**config.mk**
```make
export PLATFORM = sky130hd
export DESIGN_NAME = ipc_mailbox
export DESIGN_NICKNAME = d
export VERILOG_FILES = /design/src/rtl/mbx_pkg.sv /design/src/rtl/mbx_queue.sv /design/src/rtl/mbx_irq_user.sv /design/src/rtl/ipc_mailbox.sv
export SDC_FILE = /design/constraint.sdc
export NUM_CORES = 1
export LEC_CHECK = 0
export CORE_ASPECT_RATIO = 0.6
export CORE_MARGIN = 2
export CORE_UTILIZATION = 59
export CTS_BUF_LIST = sky130_fd_sc_hd__clkbuf_8
export DETAILED_ROUTE_END_ITERATION = 10
export DONT_BUFFER_PORTS = 1
export PLACE_DENSITY = 0.79
export SLEW_MARGIN = 5
export SYNTH_ARGS = -nofsm -noshare
export SYNTH_HDL_FRONTEND = slang
export SYNTH_HIERARCHICAL = 1
export SYNTH_SLANG_ARGS = --single-unit
```
**constraint.sdc**
```tcl
create_clock -name clk -period 2.2 [get_ports clk]
set_clock_uncertainty 0.05 [all_clocks]
set_input_delay 0.11 -clock clk [delete_from_list [all_inputs] [get_ports clk]]
set_output_delay 0.11 -clock clk [all_outputs]
set_load 0.01 [all_outputs]
```
**src/rtl/mbx_pkg.sv**
```systemverilog
package mbx_pkg;
   localparam int unsigned OFS_REV      = 'h000;
   localparam int unsigned OFS_MSG      = 'h040;
   localparam int unsigned OFS_FULLST   = 'h080;
   localparam int unsigned OFS_CNTST    = 'h0C0;
   localparam int unsigned OFS_IRQ_BASE = 'h100;

   typedef enum logic {LAYOUT_COMPACT = 1'b0, LAYOUT_WIDE = 1'b1} layout_e;

   function automatic int unsigned msg_ofs(input int unsigned q);
      return OFS_MSG + 4 * q;
   endfunction

   function automatic int unsigned fullst_ofs(input int unsigned q);
      return OFS_FULLST + 4 * q;
   endfunction

   function automatic int unsigned cntst_ofs(input int unsigned q);
      return OFS_CNTST + 4 * q;
   endfunction

   // Interrupt block offsets: stat, enable(-set), enable-clear
   function automatic int unsigned stat_ofs(input int unsigned u, input layout_e lay);
      return (lay == LAYOUT_WIDE) ? OFS_IRQ_BASE + 'h4 + 'h10 * u : OFS_IRQ_BASE + 8 * u;
   endfunction

   function automatic int unsigned ena_ofs(input int unsigned u, input layout_e lay);
      return (lay == LAYOUT_WIDE) ? OFS_IRQ_BASE + 'h8 + 'h10 * u : OFS_IRQ_BASE + 'h4 + 8 * u;
   endfunction

   function automatic int unsigned enclr_ofs(input int unsigned u);
      return OFS_IRQ_BASE + 'hC + 'h10 * u;
   endfunction
endpackage

```
**src/rtl/mbx_queue.sv**
```systemverilog
module mbx_queue #(
   parameter int unsigned DW    = 32,
   parameter int unsigned DEPTH = 4,
   parameter int unsigned CW    = $clog2(DEPTH + 1)
) (
   input  logic          clk,
   input  logic          rst_n,
   input  logic          push,
   input  logic          pop,
   input  logic [DW-1:0] wdata,
   output logic [DW-1:0] head,
   output logic [CW-1:0] count,
   output logic          full,
   output logic          empty,
   output logic          push_ok,
   output logic          nf_evt
);
   localparam int unsigned PW = (DEPTH > 1) ? $clog2(DEPTH) : 1;

   logic [DW-1:0] mem [DEPTH];
   logic [PW-1:0] wr_ptr, rd_ptr;
   logic          pop_ok;

   assign full    = (count == CW'(DEPTH));
   assign empty   = (count == '0);
   assign push_ok = push && !full;
   assign pop_ok  = pop && !empty;
   assign nf_evt  = pop_ok && full;
   assign head    = mem[rd_ptr];

   function automatic logic [PW-1:0] bump(input logic [PW-1:0] p);
      return (p == PW'(DEPTH - 1)) ? '0 : p + PW'(1);
   endfunction

   always_ff @(posedge clk or negedge rst_n) begin
      if (!rst_n) begin
         wr_ptr <= '0;
         rd_ptr <= '0;
         count  <= '0;
      end else begin
         if (push_ok) wr_ptr <= bump(wr_ptr);
         if (pop_ok)  rd_ptr <= bump(rd_ptr);
         case ({push_ok, pop_ok})
            2'b10:   count <= count + CW'(1);
            2'b01:   count <= count - CW'(1);
            default: count <= count;
         endcase
      end
   end

   always_ff @(posedge clk) begin
      if (push_ok) mem[wr_ptr] <= wdata;
   end
endmodule

```
**src/rtl/mbx_irq_user.sv**
```systemverilog
module mbx_irq_user #(
   parameter int unsigned NB = 8
) (
   input  logic          clk,
   input  logic          rst_n,
   input  logic [NB-1:0] set_evt,
   input  logic          clr_we,
   input  logic          en_load,
   input  logic          en_set,
   input  logic          en_clr,
   input  logic [NB-1:0] wbits,
   output logic [NB-1:0] status,
   output logic [NB-1:0] enable,
   output logic          irq
);
   logic [NB-1:0] clr_mask;

   assign clr_mask = clr_we ? wbits : '0;
   assign irq      = |(status & enable);

   always_ff @(posedge clk or negedge rst_n) begin
      if (!rst_n) begin
         status <= '0;
         enable <= '0;
      end else begin
         // new events override a clear in the same cycle
         status <= (status & ~clr_mask) | set_evt;
         if (en_load)     enable <= wbits;
         else if (en_set) enable <= enable | wbits;
         else if (en_clr) enable <= enable & ~wbits;
      end
   end
endmodule

```
**src/rtl/ipc_mailbox.sv**
```systemverilog
module ipc_mailbox
   import mbx_pkg::*;
#(
   parameter int unsigned DW        = 32,
   parameter int unsigned AW        = 9,
   parameter int unsigned NQ        = 4,
   parameter int unsigned DEPTH     = 4,
   parameter int unsigned NUSERS    = 2,
   parameter int unsigned REV_MAJOR = 1,
   parameter int unsigned REV_MINOR = 2,
   parameter layout_e     LAYOUT    = LAYOUT_COMPACT
) (
   input  logic              clk,
   input  logic              rst_n,
   input  logic              bus_sel,
   input  logic              bus_wr,
   input  logic [AW-1:0]     bus_addr,
   input  logic [DW-1:0]     bus_wdata,
   output logic [DW-1:0]     bus_rdata,
   output logic [NUSERS-1:0] irq_out
);
   localparam int unsigned NB = 2 * NQ;
   localparam int unsigned CW = $clog2(DEPTH + 1);
   localparam int unsigned TOP_OFS = OFS_IRQ_BASE + 'h10 * NUSERS;

   if (NB > DW)            begin : g_bad_nb   $error("two event bits per queue must fit the data word"); end
   if (NQ > 16)            begin : g_bad_nq   $error("queue window holds at most 16 queues"); end
   if (DEPTH < 2)          begin : g_bad_dep  $error("queue depth must be at least 2"); end
   if (TOP_OFS > (1 << AW)) begin : g_bad_aw  $error("address width too small for the map"); end
   if (REV_MAJOR > 15 || REV_MINOR > 15) begin : g_bad_rev $error("revision fields are 4 bits"); end

   logic                     rd_acc, wr_acc;
   logic [NQ-1:0]            q_push, q_pop, q_full, q_empty, q_push_ok, q_nf;
   logic [NQ-1:0][DW-1:0]    q_head;
   logic [NQ-1:0][CW-1:0]    q_cnt;
   logic [NB-1:0]            evt;
   logic [NUSERS-1:0]        st_hit, en_hit, clr_hit;
   logic [NUSERS-1:0]        usr_clr_we, usr_load, usr_set, usr_clr;
   logic [NUSERS-1:0][NB-1:0] usr_stat, usr_en;

   assign rd_acc = bus_sel && !bus_wr;
   assign wr_acc = bus_sel && bus_wr;

   // queues
   for (genvar q = 0; q < NQ; q++) begin : g_q
      logic hit;
      assign hit       = bus_sel && (bus_addr == AW'(msg_ofs(q)));
      assign q_push[q] = hit && bus_wr;
      assign q_pop[q]  = hit && !bus_wr;
      assign evt[2*q]   = q_push_ok[q];
      assign evt[2*q+1] = q_nf[q];

      mbx_queue #(.DW(DW), .DEPTH(DEPTH), .CW(CW)) u_queue (
         .clk     (clk),
         .rst_n   (rst_n),
         .push    (q_push[q]),
         .pop     (q_pop[q]),
         .wdata   (bus_wdata),
         .head    (q_head[q]),
         .count   (q_cnt[q]),
         .full    (q_full[q]),
         .empty   (q_empty[q]),
         .push_ok (q_push_ok[q]),
         .nf_evt  (q_nf[q])
      );
   end

   // per-user interrupt blocks, layout chosen at build time
   for (genvar u = 0; u < NUSERS; u++) begin : g_usr
      assign st_hit[u] = bus_sel && (bus_addr == AW'(stat_ofs(u, LAYOUT)));
      assign en_hit[u] = bus_sel && (bus_addr == AW'(ena_ofs(u, LAYOUT)));
      assign usr_clr_we[u] = st_hit[u] && bus_wr;

      if (LAYOUT == LAYOUT_WIDE) begin : g_wide
         assign clr_hit[u]  = bus_sel && (bus_addr == AW'(enclr_ofs(u)));
         assign usr_load[u] = 1'b0;
         assign usr_set[u]  = en_hit[u] && bus_wr;
         assign usr_clr[u]  = clr_hit[u] && bus_wr;
      end else begin : g_compact
         assign clr_hit[u]  = 1'b0;
         assign usr_load[u] = en_hit[u] && bus_wr;
         assign usr_set[u]  = 1'b0;
         assign usr_clr[u]  = 1'b0;
      end

      mbx_irq_user #(.NB(NB)) u_irq (
         .clk     (clk),
         .rst_n   (rst_n),
         .set_evt (evt),
         .clr_we  (usr_clr_we[u]),
         .en_load (usr_load[u]),
         .en_set  (usr_set[u]),
         .en_clr  (usr_clr[u]),
         .wbits   (bus_wdata[NB-1:0]),
         .status  (usr_stat[u]),
         .enable  (usr_en[u]),
         .irq     (irq_out[u])
      );
   end

   // read mux
   always_comb begin
      bus_rdata = '0;
      if (rd_acc) begin
         if (bus_addr == AW'(OFS_REV))
            bus_rdata = DW'({REV_MAJOR[3:0], REV_MINOR[3:0]});
         for (int q = 0; q < NQ; q++) begin
            if (bus_addr == AW'(msg_ofs(q)) && !q_empty[q]) bus_rdata = q_head[q];
            if (bus_addr == AW'(fullst_ofs(q))) bus_rdata = DW'(q_full[q]);
            if (bus_addr == AW'(cntst_ofs(q)))  bus_rdata = DW'(q_cnt[q]);
         end
         for (int u = 0; u < NUSERS; u++) begin
            if (st_hit[u])              bus_rdata = DW'(usr_stat[u]);
            if (en_hit[u] || clr_hit[u]) bus_rdata = DW'(usr_en[u]);
         end
      end
   end

   logic unused_wr;
   assign unused_wr = wr_acc;
endmodule

```
# Word-level counts from Yosys, hierarchy flattened
# Memories as Yosys holds them, arrays and structs flattened.
# Cells that the tools add are included.
[word_totals] inputBits=45 register_bits=60 elab_cells=177 ram_bits=512 n_memories=4 output_inout_bits=34
[op_classes] addsub=16 n_eq_ne=36 n_mux=40 n_reduce_logical=57 bitwise=8
[mem_list] memory="g_q[0].u_queue.mem" depth=4 word_bits=32 rd=1 rd_clocked_by_memory_dff=0 wr=1 line="mbx_queue.sv:20" rtl="logic [DW-1:0] mem [DEPTH];"
[mem_list] memory="g_q[1].u_queue.mem" depth=4 word_bits=32 rd=1 rd_clocked_by_memory_dff=0 wr=1 line="mbx_queue.sv:20"
[mem_list] memory="g_q[2].u_queue.mem" depth=4 word_bits=32 rd=1 rd_clocked_by_memory_dff=0 wr=1 line="mbx_queue.sv:20"
[mem_list] memory="g_q[3].u_queue.mem" depth=4 word_bits=32 rd=1 rd_clocked_by_memory_dff=0 wr=1 line="mbx_queue.sv:20"
[ops] op="two-way mux 32 bit" count=17
[ops] op="== test 9 x 8 -> 1 bit (second input constant)" count=8
[ops] op="logical AND 1 bit" count=37
[ops] op="== test 9 x 7 -> 1 bit (second input constant)" count=4
[ops] op="== test 9 bit (second input constant)" count=4
[ops] op="AND 8 bit" count=4
[ops] op="== test 2 bit (second input constant)" count=12
[ops] op="one-hot mux 3 bit (2 select lines)" count=4
[ops] op="adder 2 x 1 -> 2 bit (second input constant)" count=8
[ops] op="two-way mux 2 bit" count=8
[ops] op="two-way mux 8 bit" count=2
[ops] op="inverter 8 bit" count=2
[ops] op="OR 8 bit" count=2
[ops] op="OR reduction 8 bit" count=2
[ops] op="adder 3 x 1 -> 3 bit (second input constant)" count=4
[ops] op="== test 3 bit (second input constant)" count=4
[ops] op="zero test 3 bit" count=4
[ops] op="subtractor 3 x 1 -> 3 bit (second input constant)" count=4
[ops] op="zero test 1 bit" count=9
[ops] op="zero test 9 bit" count=1
[ops] op="== test 2 x 1 -> 1 bit (second input constant)" count=4
[ops] op="two-way mux 1 bit" count=8
[ops] op="nonzero test 2 bit" count=4
[ops] op="two-way mux 5 bit" count=1

# Longest topological paths before layout
# Gate-level depths: netlist of run 1.
[logic_depth] ltp_word=20 ltp_mapped=14 mapped_depth_nobuf=12

# By module
# Netlist of run 1, hierarchy kept.
[by_module_without_submodules] module="mbx_queue at g_q[0].u_queue ..." area_per_inst_um2=5103.6 instances=3 cells_per_inst=210 seq_area_each_um2=4018.9
[by_module_without_submodules] module="mbx_queue at g_q[1].u_queue" area_per_inst_um2=5119.9 instances=1 cells_per_inst=210 seq_area_each_um2=4018.9
[by_module_without_submodules] module="ipc_mailbox" area_per_inst_um2=1974.4 instances=1 cells_per_inst=284 seq_area_each_um2=0.0
[by_module_without_submodules] module="mbx_irq_user" area_per_inst_um2=668.1 instances=2 cells_per_inst=58 seq_area_each_um2=400.4

# Worst setup path before layout of run 1
# Ideal clock, no wire load.
[synth_timing] kind="input port to flip-flop" start="input bus_addr[5]" end="register g_q[1].u_queue.count[2]" required_ns=2.071 slack_ns=-0.443 setup_ns=0.079 stages=13 n_path_buf=1 arrival_ns=2.514 path_cell_list="or4b_1 > buf_6 > nor2_1 > nand2_1 > nor2_1 > nand2b_4 > inv_1 > ha_1 > inv_1 > fa_1 > xor2_1 > nor2_1 > xor2_1"
[synth_via] elab_chain_len=6 word_cells_on_any_way=10 classes_between="3 x eq/ne; 1 x mux; 6 x reduce/logical"
[synth_lines] element="start, declared" line="ipc_mailbox.sv:17" rtl="input logic [AW-1:0] bus_addr,"
[synth_lines] element="== test 9 x 7 -> 1 bit (*)" line="ipc_mailbox.sv:47" rtl="assign hit = bus_sel && (bus_addr == AW'(msg_ofs(q)));"
[synth_lines] element="logical AND 1 bit (*)" line="ipc_mailbox.sv:47"
[synth_lines] element="logical AND 1 bit (*)" line="ipc_mailbox.sv:49" rtl="assign q_pop[q] = hit && !bus_wr;"
[synth_lines] element="named net q_pop[1]" line="ipc_mailbox.sv:33" rtl="logic [NQ-1:0] q_push, q_pop, q_full, q_empty, q_push_ok, q_nf;"
[synth_lines] element="logical AND 1 bit (*)" line="mbx_queue.sv:27" rtl="assign pop_ok = pop && !empty;"
[synth_lines] element="== test 2 x 1 -> 1 bit / == test 2 bit (equally long branches)" line="mbx_queue.sv:43" rtl="case ({push_ok, pop_ok})"
[synth_lines] element="one-hot mux 3 bit (2 select lines) / nonzero test 2 bit (equally long branches)"
[synth_lines] element="end signal, assigned" line="mbx_queue.sv:44" rtl="2'b10: count <= count + CW'(1);"
[synth_lines] element="end signal, assigned" line="mbx_queue.sv:45" rtl="2'b01: count <= count - CW'(1);"
[synth_lines] element="end signal, assigned" line="mbx_queue.sv:46" rtl="default: count <= count;"
[synth_lines] element="end, declared" line="mbx_queue.sv:12" rtl="output logic [CW-1:0] count,"
# Mark *: on every way through the listed nets, which the timed path passes. The rest lies on a longest branch.
# A chain may end at the register's enable or synchronous reset.

==> summary.txt, run 1 <==
Route
  • Wire per inst: 29.7 µm
  • Via density: 6.54
  • # DRC: 0
  • WL final: 61,600 µm
  • Antenna viol nets, final: 0
  • Iter 0 DRT Violations: 2,451
  • DR pass1 iterations: 6
  • Via count: 13.6k

STA
  • RSZ-0062 raised after global routing: true
  • Fmax: 0.345 GHz
  • Min Tclk post-route: 2.90 ns
  • Final slew viol count: 0
  • Slew HR: 0.334
  • Worst-Margin Slew: 0.996 ns
  • Crit share post-route: 1.32
  • Fin. Hold Viols: 0
  • Fin Hold WS: 0.0136 ns
  • Worst setup slack after layout: -0.701 ns
  • Setup violators final: 32

Critical path
  • Delay of the slowest critical-path stage: 0.57 ns
  • CP endpoint kind: output port
  • Critical Path RT: 2.04 ns
  • CP Class: reg2out
  • RR Endpoint: g_q[1].u_queue/count[2]$_DFFE_PN0P_
  • CP startpoint kind: flop
  • Crit-path slowest cell: mux4_2
  • CP arrival: 2.74 ns
  • R2R depth: 11
  • Largest fanout on the critical path: 5
  • Critical R2R Launch: g_q[1].u_queue/count[0]$_DFFE_PN0P_
  • Cell-by-cell trace of the critical path: mux4_2 > and4_1 > o211ai_1 > and3_1 > o22ai_1 > buf_4
  • R2R Setup Slk: 0.04 ns

Floorplan
  • Die width: 263 µm
  • I/O Pins: 79
  • Core ar.: 39,400 µm²
  • Starting Density: 0.603
  • Die height: 159 µm
  • Cell Rows: 56
  • Die ar.: 41,900 µm²

Clock tree
  • Root buffer cell: clkbuf_8
  • H-tree Lvls: 3
  • Sink Count: 572
  • Max Root-Sink Buffers: 3
  • CTS tree: done
  • Worst-path clk slew: 0.07 ns
  • CTS Buf Count: 81
  • Clock latency on the worst-skew pair: 0.66 ns

Synthesis
  • Post-synth top area share: 0.648
  • Yosys reg bits: 572
  • Top post-synthesis cells by area: edfxtp_1 (65%), mux4_2 (12%), dfrtp_1 (6.3%), buf_6 (1.4%), ha_1 (1.3%)
  • Synth warnings: 6
  • Cell taking the most area after synthesis: edfxtp_1
  • FFs w/ async S/R, synth: 0.105
  • Sequential-to-total area share from yosys stat: 0.711
  • Number of synthesized flops with an enable pin: 512
  • Avg Cell Area, Syn: 19.1 µm²
  • Synth Cell Area: 23,700 µm²
  • Syn Inst Count: 1,240
  • Cell variety after synth: 72
  • Prevailing post-synth register cell: edfxtp_1

Final layout
  • Most frequent cells in the layout: edfxtp_1 (512), mux4_2 (128), buf_4 (115)
  • Layout Nets: 1,558
  • Layout cells sized above 1: 0.355
  • Area delta synth->final: 19.5%
  • Finished Layout Cells: 2,073
  • Most common cell after layout, fill and taps aside: edfxtp_1
  • Util after Layout: 0.721

Global route
  • Total grt overflow: 0
  • Largest net degree at the start of global routing: 61
  • Initial antenna violation count: 3
  • Vias in the first global route: 13.8k
  • Overall routing resource usage: 0.298
  • First-pass GRT wire length: 90,700 µm

Place
  • Gp weighted congestion: 0.950
  • Placed insts: 1,843
  • DPL Wire Length: 38,100 µm
  • PortBufs: 0
  • DP Worst Slack: -0.261 ns

Worst hold path
  • Worst hold-check path type: in2async

Power and ir drop
  • Worst IR Drop VDD: 0.578 mV
  • Design Power: 0.0211 W
  • Power density over the cells: 744 nW/µm²
  • Leakage power: 9.58 nW

Outcome
  • Status: finished with violations
  • Violated checks: setup timing

Run
  • MaxCap Viol Count: 0
stage by stage:
stage	area [µm²]	setup TNS (ns)
global placement	25700	-30.67
CTS	28200	-17.78
floorplan	23900	-1.32
detailed placement	25700	-60.86
global route	28400	-20.18
finish	28400	-17.33
where the power goes:
group,internal (W),switching (W),leakage (nW)
Clock,0.00445,0.00404,0.895
Sequential,0.0119,0.0000540,5.35
Combinational,0.000292,0.000393,3.33
Total,0.0166,0.00448,9.58
Yosys cell counts, types with 9 or more instances:
| library cell | instances |
|---|---|
| buf_6 | 30 |
| o22ai_1 | 9 |
| a222oi_1 | 24 |
| ha_1 | 24 |
| and2_2 | 20 |
| dfrtp_1 | 60 |
| nand2_1 | 74 |
| inv_1 | 32 |
| nor2_1 | 39 |
| nor2b_1 | 9 |
| edfxtp_1 | 512 |
| mux2i_1 | 13 |
| buf_2 | 23 |
| a21oi_2 | 20 |
| a32o_1 | 17 |
| a21o_1 | 17 |
| mux4_2 | 128 |
| o21ai_0 | 14 |
| clkbuf_1 | 10 |
| a21oi_1 | 14 |
metal layers:
| layer | track usage | vias up | share of wire |
|---|---|---|---|
| li1 | - | 5555 | - |
| met1 | 0.450 | 6895 | 0.40 |
| met2 | 0.419 | 1016 | 0.44 |
| met3 | 0.109 | 85 | 0.14 |
| met4 | 0.0673 | 2 | 0.015 |
| met5 | 0 | - | 0.00021 |
critical path, delay by kind of cell, from the launching register on:
family | cells | cell delay, ns
buffers and inverters | 1 | 0.16
AO/OA/AOI/OAI | 2 | 0.41
AND/OR/NAND/NOR | 2 | 0.44
flip-flops | 1 | 0.53
multiplexers | 1 | 0.57
kinds of logic after synthesis:
kind of cell | after synthesis | synth area share
xor+xnor | 12 | 0.00443
mux | 157 | 0.136
fa+ha+maj | 28 | 0.0160
other cells | 1 | 0.000158
compound gates | 159 | 0.0533
simple gates | 208 | 0.0501
buf+inv | 103 | 0.0294
flops | 572 | 0.711
how the worst max path moves through the flow:
stage / start / endpoint / slack (ns)
global route: g_q[1].u_queue/count[2]$_DFFE_PN0P_ / bus_rdata[9] / -0.74
finish: g_q[1].u_queue/rd_ptr[0]$_DFFE_PN0N_ / bus_rdata[4] / -0.70
detailed placement: bus_addr[5] / g_q[1].u_queue/count[2]$_DFFE_PN0P_ / -0.26
CTS: g_q[2].u_queue/rd_ptr[0]$_DFFE_PN0P_ / bus_rdata[9] / -0.67
floorplan: bus_addr[5] / g_q[1].u_queue/count[2]$_DFFE_PN0P_ / -0.20
global placement: bus_addr[5] / g_q[0].u_queue/count[2]$_DFFE_PN0P_ / -0.13
cell type report:
type,instances,area (µm²)
Antenna cell,2,5.00
Clock buffer,82,1130
Fill cell,2253,11000
Clock inverter,65,499
Tap cell,522,653
Inverter,32,128
Multi-Input combinational cell,568,6380
Timing Repair Buffer,230,2690
Sequential cell,572,16900
registers in the layout (all words and copies together), names as in the netlist, named ones only:
name and count:
g_q.u_queue/count 12, g_q.u_queue/rd_ptr 8, g_usr.u_irq/status 16, g_q.u_queue/mem 512
g_q.u_queue/wr_ptr 8
timing repair:
action	CTS	global route
setup endpoints to repair	32	33
pin swaps	53	16
setup buffers	35	9
endpoints found under the hold margin	609	0
gates resized for setup	36	29
hold buffers	37	0
No activity file was read; power rests on OpenSTA's default activity.
==> inputs of run 2 (changes only) <==
CELL_PAD_IN_SITES_DETAIL_PLACEMENT = 0   (was unset)
CELL_PAD_IN_SITES_GLOBAL_PLACEMENT = 2   (was unset)
CORE_UTILIZATION = 46   (was 59)
PLACE_DENSITY = 0.78   (was 0.79)
==> summary.txt, run 2 (synthesis results as in run 1) <==
Route
  • Via count: 13.1k (-3.1%)
  • # DRC: 0 (unchanged)
  • DR pass1 iterations: 5 (-1)
  • Iter 0 DRT Violations: 1,514 (-38%)
  • WL final: 60,400 µm (-1.9%)
  • Via density: 5.81 (-11%)
  • Antenna viol nets, final: 0 (unchanged)
  • Wire per inst: 26.8 µm (-9.9%)

Clock tree
  • CTS tree: done
  • Sink Count: 572 (unchanged)
  • Worst-path clk slew: 0.07 ns (about the same)
  • Max Root-Sink Buffers: 3 (unchanged)
  • Clock latency on the worst-skew pair: 0.66 ns (about the same)
  • Root buffer cell: clkbuf_8
  • CTS Buf Count: 83 (+2.5%)
  • H-tree Lvls: 3 (unchanged)

Power and ir drop
  • Leakage power: 9.62 nW (+0.45%)
  • Power density over the cells: 723 nW/µm² (-2.8%)
  • Worst IR Drop VDD: 0.483 mV (-16%)

Place
  • Post-DP Area: 25,900 µm² (+0.74%)
  • PortBufs: 0 (unchanged)
  • Gp weighted congestion: 0.867 (-8.7%)
  • DPL Wire Length: 38,900 µm (+2.0%)

Outcome
  • Violated checks: setup timing
  • Status: finished with violations

STA
  • Slew HR: 0.375 (+0.0413)
  • Final slew viol count: 0 (unchanged)
  • Worst-Margin Slew: 0.934 ns (-0.0617 ns)
  • Fin Hold WS: 0.0667 ns (+0.0531 ns)
  • Fin. Hold Viols: 0 (unchanged)
  • Post-route setup TNS: -17.86 ns (-0.524 ns)
  • Min Tclk post-route: 2.93 ns (+0.0257 ns)
  • Setup violators final: 32 (unchanged)
  • Fmax: 0.342 GHz (-0.88%)
  • Worst setup slack after layout: -0.726 ns (-0.0257 ns)
  • Crit share post-route: 1.33 (+0.0117)
  • RSZ-0062 raised after global routing: true

Critical path
  • Largest fanout on the critical path: 5 (unchanged)
  • CP arrival: 2.77 ns (+0.03 ns)
  • CP Class: reg2out
  • Critical Path RT: 2.04 ns (about the same)
  • Cell-by-cell trace of the critical path: buf_12 > mux4_2 > nor3b_2 > o211ai_1 > o32ai_1 > a31o_1 > a21oi_2 > buf_4
  • Delay of the slowest critical-path stage: 0.51 ns (-0.06 ns)
  • CP endpoint kind: output port
  • CP startpoint kind: flop
  • Crit-path slowest cell: dfrtp_4

Final layout
  • Util after Layout: 0.562 (-0.159)
  • Most common cell after layout, fill and taps aside: edfxtp_1
  • Layout cells sized above 1: 0.361 (+0.00595)
  • Most frequent cells in the layout: edfxtp_1 (512), mux4_2 (128), buf_4 (114)
  • Top Registers: g_q.u_queue/mem: 512 flops, g_usr.u_irq/status: 16 flops, g_q.u_queue/count: 12 flops
  • Most flops, register: g_q.u_queue/mem
  • Max FFs per register: 512 (unchanged)
  • Post-route cell area: 28,600 µm² (+0.80%)
  • Area delta synth->final: 20.5%
  • FILL cells: 3,923 (+74%)
  • Layout Nets: 1,567 (+0.58%)

Floorplan
  • Die ar.: 53,500 µm² (+28%)
  • Starting Density: 0.466 (-0.137)
  • Core ar.: 50,900 µm² (+29%)
  • Die width: 297 µm (+13%)
  • Cell Rows: 64 (+14%)
  • I/O Pins: 79 (unchanged)
  • Die height: 180 µm (+13%)

Global route
  • First-pass GRT wire length: 88,100 µm (-2.9%)
  • Largest net degree at the start of global routing: 61 (unchanged)
  • Initial antenna violation count: 1 (-2)
  • Total grt overflow: 0 (unchanged)
  • Vias in the first global route: 13.0k (-5.6%)
  • Overall routing resource usage: 0.225 (-0.0731)

Worst hold path
  • Worst hold-check path type: in2reg

Run
  • MaxCap Viol Count: 0 (unchanged)
## run 2: cell count changes in the layout (fill, tap and decap cells not counted), sizes merged
cell / delta
clkinv: +14
dlygate4sd3: +1
clkinvlp: -3
diode: -1
clkbuf: +6
bufinv: -6
buf: +4
## run 2: worst paths after layout
path | startpoint | to | slack, ns | depth (start not counted)
max | g_q[2].u_queue/rd_ptr[0]$_DFFE_PN0P_ | bus_rdata[2] | -0.73 | 8
min | bus_addr[3] | g_q[1].u_queue/rd_ptr[1]$_DFFE_PN0N_ | 0.07 | 5
max reg2reg | g_q[2].u_queue/count[1]$_DFFE_PN0P_ | g_q[2].u_queue/count[2]$_DFFE_PN0P_ | 0.08 | 10
min reg2reg | g_usr[1].u_irq/status[7]$_DFF_PN0_ | g_usr[1].u_irq/status[7]$_DFF_PN0_ | 0.46 | 1
max in group asynchronous | rst_n | g_q[1].u_queue/rd_ptr[0]$_DFFE_PN0N_ | 1.23 | 3
min in group asynchronous | rst_n | g_q[0].u_queue/rd_ptr[0]$_DFFE_PN0P_ | 0.46 | 3
## run 2: layout make-up
| type | instances | area [µm²] | share of cell area |
|---|---|---|---|
| flip-flops and latches | 572 | 16900 | 0.591 |
| multi-input cells | 568 | 6410 | 0.224 |
| repair buffers | 237 | 2730 | 0.0956 |
| clock buffers | 86 | 1180 | 0.0414 |
| well taps | 693 | 867 | 0.0303 |
| clock inverters | 70 | 382 | 0.0133 |
| inverters | 32 | 128 | 0.00446 |
| diodes | 1 | 2.50 | 0.0000875 |
## run 2: metal layers
metal,global-route usage,up-vias,share of wire
met4,0.0505,0,0.016
met2,0.310,615,0.42
li1,-,5568,-
met5,0,-,0
met1,0.355,6873,0.47
met3,0.0613,80,0.096
## run 2: stage by stage
stage / std cells / total power (W) / setup WS [ns]
finish: 2259 / 0.0207 / -0.726
global route: 2259 / 0.0214 / -0.807
CTS: 2239 / 0.0208 / -0.673
detailed placement: 2024 / 0.0125 / -0.171
global placement: 2024 / 0.0125 / -0.127
floorplan: 1243 / 0.0125 / -0.204
## run 2: report_power, final
part,switching (W),leakage [nW],internal [W],total (W)
clock network,0.00413,0.893,0.00393,0.00806
registers,0.0000524,5.35,0.0119,0.0119
logic,0.000394,3.38,0.000296,0.000690
## run 2: timing repair
action | 4_1_cts | 5_1_grt
setup endpoints to repair | 32 | 34
gates cloned | 0 | 2
setup buffers | 23 | 20
pin swaps | 57 | 33
resized for setup | 47 | 30
hold buffers | 38 | 0
hold endpoints to repair | 611 | 0
## run 2: critical path: cells and delay by family, from the launching register on
family / cells / cell delay, ns
AO/OA/AOI/OAI: 4 / 0.55
multiplexers: 1 / 0.51
flip-flops: 1 / 0.51
AND/OR/NAND/NOR: 1 / 0.22
buffers and inverters: 2 / 0.31
